$ cat src/rtl/pcg_pkg.sv
package pcg_pkg;

   typedef enum logic [1:0] {
      EDGE_NONE = 2'd0,
      EDGE_RISE = 2'd1,
      EDGE_FALL = 2'd2
   } edge_e;

   function automatic edge_e edge_of(input logic prev, input logic cur);
      if (!prev && cur)      return EDGE_RISE;
      else if (prev && !cur) return EDGE_FALL;
      else                   return EDGE_NONE;
   endfunction

   function automatic int cnt_width(input int limit);
      if (limit <= 1) return 1;
      return $clog2(limit + 1);
   endfunction

endpackage

$ cat src/rtl/pcg_sync.sv
module pcg_sync #(
   parameter int WIDTH  = 48,
   parameter int STAGES = 2
) (
   input  logic             clk,
   input  logic [WIDTH-1:0] async_i,
   output logic [WIDTH-1:0] sync_o
);

   if (STAGES < 2) begin : g_bad_stages
      $error("pcg_sync: STAGES must be at least 2");
   end

   logic [STAGES-1:0][WIDTH-1:0] stage_q;

   // Free-running chain: no reset, so the reference can load real levels during reset.
   always_ff @(posedge clk) begin
      stage_q <= {stage_q[STAGES-2:0], async_i};
   end

   assign sync_o = stage_q[STAGES-1];

endmodule

$ cat src/rtl/pcg_clear_ctl.sv
module pcg_clear_ctl
   import pcg_pkg::*;
#(
   parameter int BLIND_CYCLES     = 3,
   parameter bit WR_CLEAR_ON_RISE = 1'b1
) (
   input  logic clk,
   input  logic rst_n,
   input  logic rd_ack_i,
   input  logic wr_strobe_i,
   output logic clr_o,
   output logic blind_o
);

   if (BLIND_CYCLES < 0) begin : g_bad_blind
      $error("pcg_clear_ctl: BLIND_CYCLES must not be negative");
   end

   logic  rd_prev_q, wr_prev_q;
   edge_e rd_edge, wr_edge;
   logic  wr_clear;

   always_ff @(posedge clk) begin
      if (!rst_n) begin
         rd_prev_q <= 1'b0;
         wr_prev_q <= 1'b0;
      end else begin
         rd_prev_q <= rd_ack_i;
         wr_prev_q <= wr_strobe_i;
      end
   end

   assign rd_edge = edge_of(rd_prev_q, rd_ack_i);
   assign wr_edge = edge_of(wr_prev_q, wr_strobe_i);

   if (WR_CLEAR_ON_RISE) begin : g_wr_both
      assign wr_clear = (wr_edge == EDGE_RISE) || (wr_edge == EDGE_FALL);
   end else begin : g_wr_fall
      assign wr_clear = (wr_edge == EDGE_FALL);
   end

   assign clr_o = (rd_edge == EDGE_RISE) || wr_clear;

   if (BLIND_CYCLES == 0) begin : g_no_blind
      assign blind_o = 1'b0;
   end else begin : g_blind
      localparam int BW = cnt_width(BLIND_CYCLES);
      logic [BW-1:0] blind_q;

      always_ff @(posedge clk) begin
         if (!rst_n)               blind_q <= '0;
         else if (clr_o)           blind_q <= BW'(BLIND_CYCLES);
         else if (blind_q != '0)   blind_q <= blind_q - 1'b1;
      end

      assign blind_o = (blind_q != '0);

      // the window never outlasts its programmed length
      a_r6_blind_bounded: assert property (@(posedge clk) disable iff (!rst_n)
         (blind_q == BW'(BLIND_CYCLES)) && !clr_o |=> blind_q < BW'(BLIND_CYCLES));
   end

   // a level held high on the read strobe produces a single clear
   a_r8_read_edge_only: assert property (@(posedge clk) disable iff (!rst_n)
      rd_ack_i && $past(rd_ack_i) && !wr_strobe_i && !$past(wr_strobe_i) |-> !clr_o);

endmodule

$ cat src/rtl/pcg_detect.sv
module pcg_detect
   import pcg_pkg::*;
#(
   parameter int WIDTH     = 48,
   parameter int VALID_DLY = 4
) (
   input  logic             clk,
   input  logic             rst_n,
   input  logic [WIDTH-1:0] sync_i,
   input  logic             clr_i,
   input  logic             blind_i,
   output logic             irq_o,
   output logic             diff_o
);

   if (WIDTH < 1) begin : g_bad_width
      $error("pcg_detect: WIDTH must be at least 1");
   end
   if (VALID_DLY < 1) begin : g_bad_dly
      $error("pcg_detect: VALID_DLY must be at least 1");
   end

   localparam int CW = cnt_width(VALID_DLY);
   localparam logic [CW-1:0] LAST = CW'(VALID_DLY - 1);

   logic [WIDTH-1:0] ref_q;
   logic [CW-1:0]    cnt_q;
   logic             irq_q;

   assign diff_o = |(sync_i ^ ref_q);

   always_ff @(posedge clk) begin
      if (!rst_n) begin
         ref_q <= sync_i;
         cnt_q <= '0;
         irq_q <= 1'b0;
      end else if (clr_i || blind_i) begin
         ref_q <= sync_i;
         cnt_q <= '0;
         irq_q <= 1'b0;
      end else if (!diff_o) begin
         cnt_q <= '0;
         irq_q <= 1'b0;
      end else if (!irq_q) begin
         if (cnt_q == LAST) begin
            irq_q <= 1'b1;
            cnt_q <= '0;
         end else begin
            cnt_q <= cnt_q + 1'b1;
         end
      end
   end

   assign irq_o = irq_q;

   // a request only appears after a mismatch was seen
   a_r2_rise_needs_diff: assert property (@(posedge clk) disable iff (!rst_n)
      $rose(irq_q) |-> $past(diff_o));

   // once the pins match the reference the request is withdrawn
   a_r3_match_releases: assert property (@(posedge clk) disable iff (!rst_n)
      !diff_o |=> !irq_q);

   // any clear releases the request at the next sample
   a_r4_clear_releases: assert property (@(posedge clk) disable iff (!rst_n)
      clr_i |=> !irq_q);

   // no request can start inside the blind window
   a_r6_blind_quiet: assert property (@(posedge clk) disable iff (!rst_n)
      blind_i |=> !irq_q);

endmodule

$ cat src/rtl/port_change_irq.sv
module port_change_irq #(
   parameter int WIDTH            = 48,
   parameter int SYNC_STAGES      = 2,
   parameter int VALID_DLY        = 4,
   parameter int BLIND_CYCLES     = 3,
   parameter bit WR_CLEAR_ON_RISE = 1'b1
) (
   input  logic             clk,
   input  logic             rst_n,
   input  logic [WIDTH-1:0] pin_i,
   input  logic             rd_ack_i,
   input  logic             wr_strobe_i,
   output logic             irq_n_o
);

   logic [WIDTH-1:0] pin_sync;
   logic             clr, blind, irq, diff;

   pcg_sync #(
      .WIDTH  (WIDTH),
      .STAGES (SYNC_STAGES)
   ) u_sync (
      .clk     (clk),
      .async_i (pin_i),
      .sync_o  (pin_sync)
   );

   pcg_clear_ctl #(
      .BLIND_CYCLES     (BLIND_CYCLES),
      .WR_CLEAR_ON_RISE (WR_CLEAR_ON_RISE)
   ) u_clear (
      .clk         (clk),
      .rst_n       (rst_n),
      .rd_ack_i    (rd_ack_i),
      .wr_strobe_i (wr_strobe_i),
      .clr_o       (clr),
      .blind_o     (blind)
   );

   pcg_detect #(
      .WIDTH     (WIDTH),
      .VALID_DLY (VALID_DLY)
   ) u_detect (
      .clk     (clk),
      .rst_n   (rst_n),
      .sync_i  (pin_sync),
      .clr_i   (clr),
      .blind_i (blind),
      .irq_o   (irq),
      .diff_o  (diff)
   );

   assign irq_n_o = ~irq;

   // the line is released as reset ends
   a_r1_reset_released: assert property (@(posedge clk) disable iff (!rst_n)
      $rose(rst_n) |-> irq_n_o);

   // the falling write phase always releases the line
   a_r5_write_fall_clears: assert property (@(posedge clk) disable iff (!rst_n)
      $fell(wr_strobe_i) |=> irq_n_o);

   // while any bit differs outside a clear, the line does not rise spontaneously
   a_r7_hold_while_diff: assert property (@(posedge clk) disable iff (!rst_n)
      !irq_n_o && diff && !clr && !blind |=> !irq_n_o);

endmodule

$ cat config.mk
export PLATFORM = sky130hd
export DESIGN_NAME = port_change_irq
export DESIGN_NICKNAME = d
export VERILOG_FILES = /design/src/rtl/pcg_pkg.sv /design/src/rtl/pcg_sync.sv /design/src/rtl/pcg_clear_ctl.sv /design/src/rtl/pcg_detect.sv /design/src/rtl/port_change_irq.sv
export SDC_FILE = /design/constraint.sdc
export NUM_CORES = 1
export LEC_CHECK = 0
export BUFFER_PORTS_ARGS = -buffer_cell sky130_fd_sc_hd__buf_2
export CAP_MARGIN = 40
export CORE_ASPECT_RATIO = 1.75
export CORE_MARGIN = 5
export CORE_UTILIZATION = 35
export CTS_CLUSTER_SIZE = 14
export DETAILED_ROUTE_END_ITERATION = 10
export SYNTH_ARGS = -nofsm -noshare
export SYNTH_HDL_FRONTEND = slang
export SYNTH_SLANG_ARGS = --single-unit
$ cat constraint.sdc
create_clock -name clk -period 4.37 [get_ports clk]
set_input_delay 0.437 -clock clk [delete_from_list [all_inputs] [get_ports clk]]
set_output_delay 0.437 -clock clk [all_outputs]
set_load 0.05 [all_outputs]
==> qor.yml, run 1 <==
global_routing:
  grt_pass1_wl_mm: 9.76
  grt_use_met1_pct: 9.21
  busiest_layer: "met2"
  grt_util_met2_pct: 14.8
  grt_pass1_vias: 2158
  grt_max_degree: 36
  antenna_found_initial: 0
  grt_overflow: 0
  grtUsageMet3_pct: 3.56
  grt_usage_pct: 9.07
sta:
  finalHoldViolations: 0
  grt_setup_unrepaired: "no"
  worstMarginPinSlew_ns: 0.386
  clock_skew_ns: 0.00649
  slew_viol_final: 0
  tns_ns: 0
  max-slew-margin-rel_pct: 74.3
  fmax_ghz: 0.597
  period_share_pct: 38.3
  setup_viol: 0
  fin_crit_ns: 1.67
critical_path:
  criticalPathCategory: "reg -> reg"
  cp.required_ns: 4.51
  critPathArrivalTime_ns: 1.82
  endpoint_kind: "flip-flop"
  crit_start: "u_clear.g_blind.blind_q[0]$_SDFFE_PN0P_"
  critPathLaunchType: "flip-flop"
  rr_worst_depth: 6
  r2r-start: "u_clear.g_blind.blind_q[0]$_SDFFE_PN0P_"
  path_max_fanout: 35
die:
  core-area_mm2: 0.0120
  initial_core_util_pct: 35.6
  die_h_um: 156
  rows: 53
  die_area_mm2: 0.0146
  io_pins: 53
  die_x_um: 93.6
cells_and_area:
  antennaDiodeCount: 0
  areaGrowthSynthToFinish_pct: 25.0
  final_cell_mix: "dfxtp_1, buf_2, xnor2_1, edfxtp_1, clkbuf_16"
  layout_commonest_cell: "dfxtp_1"
  final_layout_size_suffix_gt1_share_pct: 26.7
  fin_util_pct: 44.5
  nets: 370
cts:
  clk_path_buf_depth: 2
  clock-root-buffer: "clkbuf_16"
  cts.repair.resized: 0
  path_clk_slew_ns: 0.06
  cts.sinks: 152
  hold_buffers: 0
  cts_tree: "built"
  clkLatencyLatePin_ns: 0.41
  h-tree-depth: 4
  numCtsBuffers: 17
  postCtsSetupBuffers: 0
route:
  wl_per_cell_um: 11.8
  vias: 1961
  drt-total-wl_mm: 5.85
  drc_errors: 0
  drt_iter0_drc: 89
  drt-vias-per-instance: 3.97
  drt_first_pass_iters: 4
  postRouteAntennaNets: 0
pwr:
  fin_total_pwr_mw: 3.08
  ir_worst_vdd_mv: 0.278
  leakagePower_nw: 2.11
  powerDensity_mw_per_mm2: 575
synthesis:
  synth.distinct_cells: 22
  ys_ff_latch: 152
  syn_avg_cell_area_um2: 17.5
  synth.area.top_cells: "dfxtp_1, edfxtp_1, xnor2_1"
  netlist_instances: 244
  syn-cell-area_mm2: 0.00428
  synth_seq_area_share_pct: 82.4
  yosys.area.top_type: "dfxtp_1"
  yosysWarnings: 0
  synth_top_area_share_pct: 48.7
  synth_fp_nets: 298
min_path:
  whs_path_depth: 1
  hold_path_class: "in -> reg"
  min_from: "pin_i[28]"
placement:
  place_hpwl_mm: 4.03
  gp_congestion: 0.689
  io_buffers: 52
status:
  status: "finished, final reports clean"
run:
  maxCapViolations: 0
[through the flow]
stage | cells | instance area, um^2 | setup WS, ns | hold slack (ns)
global placement | 461 | 4740 | 2.38 | 0.312
detailed placement | 462 | 4760 | 2.55 | 0.312
finish | 494 | 5350 | 2.70 | 0.126
global route | 494 | 5350 | 2.52 | 0.0993
CTS | 494 | 5350 | 2.66 | 0.105
floorplan | 244 | 4280 | 2.72 | 0.310
[critical path, stage by stage, from the launching register on]
cell and delay, ns:
dfxtp_1 0.31, inv_1 0.05, ha_1 0.20, nand2_1 0.08
a211oi_2 0.25, inv_2 0.24, buf_12 0.24
[power breakdown]
part           switching (mW)  total [mW]  leakage, nW  internal [mW]
Combinational          0.0391      0.0987        0.437         0.0596
Sequential             0.0375        1.58         1.38           1.54
Clock                   0.528        1.40        0.294          0.869
[sequential cells by signal, summed over array words and instances (netlist names)]
name,cells
u_clear.g_blind.blind_q,2
u_detect.irq_o,1
u_sync.sync_o,48
u_clear.wr_prev_q,1
u_clear.rd_prev_q,1
u_detect.ref_q,48
u_detect.cnt_q,3
u_sync.stage_q,48
[cells in the mapped netlist (all sizes together)]
library cell	number
ha	2
edfxtp	48
a21oi	3
o21ai	1
dfxtp	104
nor3b	1
inv	5
nand2	2
nor4	3
a31oi	2
nor3	1
nand3	1
a211oi	1
a311oi	2
xor2	2
nand4	12
xnor2	48
nor2b	1
and2	2
a21boi	2
mux2	1
[path summary, 6_finish.rpt]
path                                        to  slack (ns)
hold reg to reg       u_sync.sync_o[8]$_DFF_P_        0.32
setup / recovery  u_detect.ref_q[42]$_DFFE_PP_        2.70
setup reg to reg  u_detect.ref_q[42]$_DFFE_PP_        2.70
hold / removal      u_sync.stage_q[28]$_DFF_P_        0.13
[logic make-up after synthesis]
| logic type | after synthesis | synth area share, % |
|---|---|---|
| AO/OA/AOI/OAI | 11 | 1.81 |
| AND/OR/NAND/NOR | 23 | 4.27 |
| multiplexers | 1 | 0.263 |
| adder cells (fa/ha/maj) | 2 | 0.585 |
| buffers and inverters | 5 | 0.439 |
| flip-flops | 152 | 82.4 |
| XOR/XNOR | 50 | 10.2 |
[layer usage]
metal,routed length [um],vias up
met5,0,-
met4,218,0
met3,206,14
met2,3080,42
met1,2350,914
li1,-,991
[layout make-up]
type | count | area, um^2
Timing Repair Buffer | 53 | 280
Sequential cell | 152 | 3520
Clock inverter | 9 | 82.6
Inverter | 5 | 18.8
Clock buffer | 23 | 500
Fill cell | 1073 | 6660
Tap cell | 165 | 206
Multi-Input combinational cell | 87 | 734
No activity file was read; power rests on OpenSTA's default activity.
==> run 2: changes to the inputs <==
Clock period 4.37 ns to 1.5 ns, I/O delays scaled along.
==> qor.yml, run 2 (same netlist as run 1, synthesis figures left out) <==
sta:
  grt_setup_unrepaired: "yes"  # was no
  worstMarginPinSlew_ns: 0.332  # was 0.386 ns
  clock_skew_ns: 0.00700  # was 0.00649 ns
  finalHoldViolations: 0  # unchanged
  fin_crit_ns: 1.45  # was 1.67 ns
  fmax_ghz: 0.690  # was 0.597 GHz
  tns_ns: 0  # unchanged
  max-slew-margin-rel_pct: 77.7  # was 74.3%
  setup_viol: 0  # unchanged
  final.setup.worst_slack_ns: 0.0503  # was 2.70 ns
  period_share_pct: 96.6  # was 38.3%
  slew_viol_final: 0  # unchanged
global_routing:
  grt_max_degree: 33  # was 36
  grt_usage_pct: 9.40  # was 9.07%
  grt_pass1_wl_mm: 10.3  # was 9.76 mm
  grt_pass1_vias: 2352  # was 2158
  grt_overflow: 0  # unchanged
  antenna_found_initial: 0  # unchanged
route:
  drt-total-wl_mm: 6.31  # was 5.85 mm
  drt_iter0_drc: 59  # was 89
  vias: 2167  # was 1961
  drt_first_pass_iters: 4  # unchanged
  drc_errors: 0  # unchanged
  drt-vias-per-instance: 3.97  # about the same
  wl_per_cell_um: 11.6  # was 11.8 um
  postRouteAntennaNets: 0  # unchanged
cells_and_area:
  layout_commonest_cell: "dfxtp_1"  # unchanged
  post-route-cell-area_mm2: 0.00589  # was 0.00535 mm^2
  antennaDiodeCount: 0  # unchanged
  final_cell_mix: "dfxtp_1, buf_2, dlygate4sd3_1"  # was dfxtp_1, buf_2, xnor2_1, edfxtp_1, clkbuf_16
  fill_cells: 1029  # was 1073
  final_layout_size_suffix_gt1_share_pct: 24.4  # was 26.7%
  areaGrowthSynthToFinish_pct: 37.8  # was 25.0%
  stdcell_count: 546  # was 494
  multi_input_area_um2: 759  # was 734 um^2
  seqCellArea_mm2: 0.00352  # unchanged
  nets: 422  # was 370
critical_path:
  rr_worst_depth: 6  # unchanged
  path_cells: "inv_1 > ha_1 > nand2_2 > a211oi_4 > inv_4 > buf_12"  # was inv_1 > ha_1 > nand2_1 > a211oi_2 > inv_2 > buf_12
  criticalPathCategory: "reg -> reg"  # unchanged
  regToRegEndpoint: "u_detect.ref_q[7]$_DFFE_PP_"  # was u_detect.ref_q[42]$_DFFE_PP_
  critPathArrivalTime_ns: 1.60  # was 1.82 ns
  cp.required_ns: 1.65  # was 4.51 ns
  critical_path_buf_inv_count: 3  # unchanged
  crit_family: "buffers and inverters"  # unchanged
  cp_slowest_cell: "dfxtp_1"  # unchanged
  path_max_fanout: 32  # was 35
  cpPeakStageDelay_ns: 0.32  # was 0.31 ns
  r2r-start: "u_clear.g_blind.blind_q[0]$_SDFFE_PN0P_"  # unchanged
  endpoint_kind: "flip-flop"  # unchanged
  critPathLaunchType: "flip-flop"  # unchanged
  rrSetupSlack_ns: 0.05  # was 2.70 ns
pwr:
  ir_worst_vdd_mv: 0.775  # was 0.278 mV
  fin_total_pwr_mw: 8.96  # was 3.08 mW
  powerDensity_mw_per_mm2: 1520  # was 575 mW/mm^2
  leakagePower_nw: 2.33  # was 2.11 nW
run:
  maxCapViolations: 0  # unchanged
cts:
  clk_path_buf_depth: 2  # unchanged
  postCtsSetupBuffers: 0  # unchanged
  numCtsBuffers: 17  # unchanged
  h-tree-depth: 4  # unchanged
  cts.sinks: 152  # unchanged
  clock-root-buffer: "clkbuf_16"  # unchanged
  cts_tree: "built"  # unchanged
  path_clk_slew_ns: 0.06  # about the same
  clkLatencyLatePin_ns: 0.41  # about the same
die:
  die_x_um: 93.6  # unchanged
  rows: 53  # unchanged
  die_area_mm2: 0.0146  # unchanged
  initial_core_util_pct: 35.6  # unchanged
  core-area_mm2: 0.0120  # unchanged
  io_pins: 53  # unchanged
  die_h_um: 156  # unchanged
placement:
  placed_cell_area_mm2: 0.00478  # was 0.00476 mm^2
  gp_congestion: 0.704  # was 0.689
  preCtsSetupSlack_ns: 0.0569  # was 2.55 ns
  io_buffers: 52  # unchanged
  dp.cells: 464  # was 462
  place_hpwl_mm: 4.05  # was 4.03 mm
status:
  status: "finished, final reports clean"  # unchanged
min_path:
  whs_path_depth: 2  # was 1
  min_from: "rst_n"  # was pin_i[28]
  hold_path_class: "in -> reg"  # unchanged
  hold_end: "u_clear.rd_prev_q$_SDFF_PN0_"  # was u_sync.stage_q[28]$_DFF_P_
==> run 2: final cells by class <==
type	instances	area share, %
Sequential cell	152	59.8
Timing Repair Buffer	105	13.7
Multi-Input combinational cell	87	12.9
Clock buffer	23	8.69
Tap cell	165	3.50
Clock inverter	9	1.04
Inverter	5	0.361
==> run 2: metrics by stage <==
step | util (%) | hold slack, ns
after floorplan | - | 0.178
after global placement | 39.8 | 0.252
after detailed placement | 39.8 | 0.254
after CTS | 48.8 | 0.00438
after global routing | 49.1 | 0.0371
final | 49.1 | 0.0228
==> run 2: how the worst max path moves through the flow <==
stage	from	to	slack [ns]	cells past startpoint
after global routing	u_detect.ref_q[16]$_DFFE_PP_	u_detect.cnt_q[0]$_SDFFE_PP0N_	-0.04	4
after CTS	wr_strobe_i	u_detect.ref_q[21]$_DFFE_PP_	0.04	6
after global placement	u_clear.g_blind.blind_q[0]$_SDFFE_PN0P_	u_detect.ref_q[36]$_DFFE_PP_	0.09	6
final	u_clear.g_blind.blind_q[0]$_SDFFE_PN0P_	u_detect.ref_q[7]$_DFFE_PP_	0.05	6
after detailed placement	u_clear.g_blind.blind_q[0]$_SDFFE_PN0P_	u_detect.ref_q[34]$_DFFE_PP_	0.06	6
after floorplan	u_clear.g_blind.blind_q[0]$_SDFFE_PN0P_	u_detect.cnt_q[0]$_SDFFE_PP0N_	0.07	6
==> run 2: power by group <==
part | internal [mW] | switching [mW]
Clock | 2.42 | 1.54
Sequential | 4.49 | 0.108
Combinational | 0.270 | 0.136
==> run 2: repair_timing <==
item,in CTS,in global routing
hold buffers,50,0
endpoints found under the hold margin,50,0
gates resized for setup,0,7
endpoints found under the setup margin,0,20
==> run 2: metal layers <==
metal / vias to the layer above / global-route usage (%) / share of wire [%]
met1: 1029 / 8.89 / 39
li1: 1091 / - / -
met2: 39 / 17.0 / 56
met3: 8 / 3.08 / 3.3
met5: - / 0 / 0
met4: 0 / 6.20 / 2.2
